<file path="src/rtl/tone_gen.sv">
module tone_gen #(
  parameter int unsigned CLK_HZ  = 125_000_000,
  parameter int unsigned BASE_HZ = 220,
  parameter int unsigned CODE_W  = 3
) (
  input  logic              clk,
  input  logic              rst,
  input  logic              tone_en,
  input  logic              duty_mode,
  input  logic [CODE_W-1:0] sel_code,
  output logic              audio_out
);
  localparam int unsigned BASE_PERIOD = CLK_HZ / BASE_HZ;
  localparam int unsigned PER_W       = $clog2(BASE_PERIOD + 1);
  localparam int unsigned NCODE       = 1 << CODE_W;
  localparam logic [PER_W-1:0] BASE_P = PER_W'(BASE_PERIOD);

  logic [PER_W-1:0] per_tab [NCODE];
  logic [PER_W-1:0] cnt_q, per_q, high_q;
  logic [PER_W-1:0] per_nxt, high_nxt, cnt_inc;
  logic [PER_W+CODE_W-1:0] scaled;
  logic at_end;

  for (genvar g = 0; g < NCODE; g++) begin : g_per
    localparam int unsigned PG = BASE_PERIOD / (g + 1);
    assign per_tab[g] = PER_W'(PG);
  end

  assign scaled  = {{CODE_W{1'b0}}, BASE_P} * {{PER_W{1'b0}}, sel_code};
  assign at_end  = (cnt_q == per_q - PER_W'(1));
  assign cnt_inc = cnt_q + PER_W'(1);

  always_comb begin
    if (duty_mode) begin
      per_nxt = BASE_P;
      if (sel_code == '0)      high_nxt = '0;
      else if (sel_code == '1) high_nxt = BASE_P - PER_W'(1);
      else                     high_nxt = scaled[PER_W+CODE_W-1:CODE_W];
    end else begin
      per_nxt  = per_tab[sel_code];
      high_nxt = per_nxt >> 1;
    end
  end

  always_ff @(posedge clk) begin
    if (rst) begin
      cnt_q     <= '0;
      per_q     <= BASE_P;
      high_q    <= BASE_P >> 1;
      audio_out <= 1'b0;
    end else if (at_end) begin
      cnt_q     <= '0;
      per_q     <= per_nxt;
      high_q    <= high_nxt;
      audio_out <= tone_en && (high_nxt != '0);
    end else begin
      cnt_q     <= cnt_inc;
      audio_out <= tone_en && (cnt_inc < high_q);
    end
  end
endmodule

</file>
<file path="config.mk">
export PLATFORM = sky130hd
export DESIGN_NAME = tone_gen
export DESIGN_NICKNAME = d
export VERILOG_FILES = /design/src/rtl/tone_gen.sv
export SDC_FILE = /design/constraint.sdc
export NUM_CORES = 1
export LEC_CHECK = 0
export ABC_AREA = 1
export BUFFER_PORTS_ARGS = -buffer_cell sky130_fd_sc_hd__buf_4
export CORE_UTILIZATION = 30
export DETAILED_ROUTE_END_ITERATION = 16
export PLACE_DENSITY = 0.48
export SLEW_MARGIN = 0
export SYNTH_ARGS = -nofsm -noshare
export SYNTH_HDL_FRONTEND = slang
export SYNTH_SLANG_ARGS = --single-unit
</file>
<file path="constraint.sdc">
create_clock -name clk -period 2.75 [get_ports clk]
set_input_delay 0.4125 -clock clk [delete_from_list [all_inputs] [get_ports clk]]
set_output_delay 0.4125 -clock clk [all_outputs]
set_load 0.1 [all_outputs]
</file>
==> metrics.cfg <==
[outcome]
status = finished clean

[global_route]
grtUsageMet3_pct = 2.34
busiest_layer = met2
grt_pass1_wl_mm = 25.4
grtUsageMet2_pct = 28.9
grt_usage_pct = 18.2
grt_pass1_vias = 4959
grtUsageMet1_pct = 24.9
grt_max_degree = 25
overflow = 0
grt_antenna_before_repair = 0

[worst_setup_path]
crit_path_start_kind = flip-flop
r2r-start = cnt_q[0]
r2r_cells = 22
cp_slowest_cell = dfxtp_4
crit_chain = ha_4 > nand2_4 > nor2_4 > nand3_2 > nor2_4 > nand3_4 > nor2_4 > inv_2 > nor3_4 > nand4_1 > xor2_1 > inv_1 > ha_1 > nand2_2 > inv_2 > nand3_2 > nor3_4 > nand3_1 > nand3_1 > nand2_1 > nand2_1 > nor2_1
reg2reg_setup_slack_ns = 0.03
required_ns = 2.97
crit_top_cell = nor2_4
critPathMaxStageDelay_ns = 0.38
cp_max_fo = 3
critical_path_arrival_ns = 2.94
cp-end-kind = flip-flop
worstSetupPathType = flip-flop to flip-flop
r2r-end = audio_out

[power_and_ir_drop]
power.leakage_nw = 3.39
combPwrFrac_pct = 17.3
p_sw_uw = 648
total_power_mw = 2.39
clkPwrFrac_pct = 45.2
ir_drop_uv = 275
switching_share_pct = 27.2
p_int_mw = 1.74
power-per-cell-area_mw_per_mm2 = 377
seqPwrFrac_pct = 37.6

[clock_tree]
numCtsBuffers = 9
cts_buffer_depth = 2
cts.clk_slew.worst_paths_ns = 0.05
cts.htree.levels = 3
clk_latency_ns = 0.33
clockRootBuffer = clkbuf_16
clock-sinks = 61
cts_tree = done
cts-hold-fix-buffers = 0

[route]
drt_iter0_drc = 375
drtAntennaViolNets = 0
wl_mm = 15.0
dr_total_vias = 5125
via_per_inst = 4.58
dr.pass1.iters = 5
drc = 0
routedWlPerCell_um = 13.4

[floorplan]
core_mm2 = 0.0166
ios = 8
rows = 47
die-height_um = 133
die_area_mm2 = 0.0176
start_util_pct = 30.8
die_w_um = 133

[timing]
worstMarginPinSlew_ns = 0.526
slew_headroom_pct = 64.7
max_freq_mhz = 368
setup_viol = 0
rsz0062_at_grt = true
min_period_ns = 2.72
final.setup.tns_ns = 0
slew_viol_final = 0
fin_worst_skew_ns = 0.00806
hold_slack_ns = 0.306
final-hold-violation-count = 0
fin_crit_sh_pct = 98.9

[layout]
fill_cells = 1868
area.sequential_mm2 = 0.00123
final_common_cell = nand2_1
multi_input_area_mm2 = 0.00347
diodes = 0
final_cell_mix = nand2_1, inv_1, nor2_1, nand3_1, buf_4
design_area_mm2 = 0.00633
final_nets = 941
drive_gt1_share_pct = 15.7
fin_util_pct = 38.2
syn_to_final_growth_pct = 23.8

[logic_synthesis]
synthesis.area_mm2 = 0.00511
synth.distinct_cells = 38
yosysSeqAreaShare_pct = 23.9
synth_edf_count = 0
synth_cells = 828
synthesis.nets = 876
synth_flop_cell = dfxtp_1
async_reset_ff_share_pct = 0
syn_area_per_cell_um2 = 6.17
ys_ff_latch = 61
synth_warnings = 0

[hold_path]
hold_depth = 3
whs_endpoint = per_q[9]
min_from = rst
min_path_type = primary input to flip-flop

[placement]
port_buffers = 7
dp_hpwl_mm = 12.1
place_area_mm2 = 0.00590
gp_congestion = 0.842

[job]
maxCapViolCount = 0

==> power groups by stage <==
stage	clock [mW]	combinational (mW)	sequential, mW
2_1_floorplan	0	0.239	0.919
3_3_place_gp	0	0.416	0.912
3_5_place_dp	0	0.408	0.913
4_1_cts	1.11	0.410	0.896
5_1_grt	1.14	0.464	0.896
6_report	1.08	0.412	0.896
==> sequential cells by signal, summed over array words and instances, names as in the netlist <==
signal and count:
per_q 20, high_q 20, audio_out 1, cnt_q 20
==> cell type report <==
type,count,area share (%)
tap,220,4.35
timing repair buffer,78,9.65
inverter,121,7.18
clock buffer,13,4.29
clock inverter,3,0.277
multi-input combinational,622,54.8
sequential,61,19.4
==> layer usage <==
layer	wire [um]	up-vias
met5	0	-
met4	362	0
li1	-	2767
met2	6570	87
met1	7720	2245
met3	305	26
==> cells by family (layout without fill, tap and decap cells) <==
| group | Yosys count | after routing | synth area share [%] |
|---|---|---|---|
| AND/OR/NAND/NOR | 486 | 486 | 42.2 |
| buffers and inverters | 145 | 215 | 11.2 |
| flip-flops | 61 | 61 | 23.9 |
| AO/OA/AOI/OAI | 59 | 59 | 6.07 |
| adder cells (fa/ha/maj) | 41 | 41 | 10.3 |
| XOR/XNOR | 36 | 36 | 6.31 |
==> worst max path at each step <==
stage,startpoint,to,slack (ns)
2_1_floorplan,cnt_q[1],audio_out,-0.006
6_report,cnt_q[0],audio_out,0.03
3_5_place_dp,cnt_q[1],audio_out,-0.12
4_1_cts,cnt_q[0],audio_out,-0.02
3_3_place_gp,cnt_q[1],audio_out,-0.10
5_1_grt,cnt_q[0],audio_out,-0.26
==> critical path, delay by kind of cell (launching register included) <==
kind	cells	cell delay, ns
simple gates	16	1.40
fa+ha+maj	2	0.44
flops	1	0.38
xor+xnor	1	0.22
buf+inv	3	0.16
==> cells in the mapped netlist (2+ instances only) <==
cell | count | area (um2)
nand2_1 | 211 | 792
nor2_1 | 114 | 428
inv_1 | 113 | 424
nand3_1 | 90 | 450
dfxtp_1 | 61 | 1220
ha_1 | 39 | 488
a21oi_1 | 28 | 140
xor2_1 | 28 | 245
nand4_1 | 25 | 156
o21ai_0 | 22 | 110
nor3_1 | 14 | 70.1
clkbuf_1 | 13 | 48.8
buf_2 | 9 | 45.0
xnor2_1 | 7 | 61.3
nand3b_1 | 6 | 45.0
inv_2 | 5 | 18.8
nor2_2 | 5 | 31.3
or2_2 | 5 | 31.3
nor2_4 | 4 | 45.0
clkinv_1 | 3 | 11.3
nand2_4 | 3 | 33.8
a31oi_1 | 2 | 12.5
buf_6 | 2 | 22.5
fa_1 | 2 | 40.0
nor4_1 | 2 | 12.5
o21ai_1 | 2 | 10.0
or2_1 | 2 | 12.5
==> per-stage QoR <==
| stage | setup slack [ns] | instances |
|---|---|---|
| final | 0.0290 | 1118 |
| after global routing | -0.259 | 1118 |
| after CTS | -0.0224 | 1116 |
| after detailed placement | -0.119 | 1095 |
| after global placement | -0.104 | 1095 |
| after floorplan | -0.00557 | 828 |
==> what timing repair did <==
| item | in CTS | in global routing |
|---|---|---|
| hold endpoints to repair | 0 | 0 |
| pin swaps | 20 | 4 |
| buffers inserted | 5 | 2 |
| setup endpoints to repair | 1 | 27 |
| resized for setup | 12 | 5 |
Note: power is estimated with default switching activity, not from simulation.
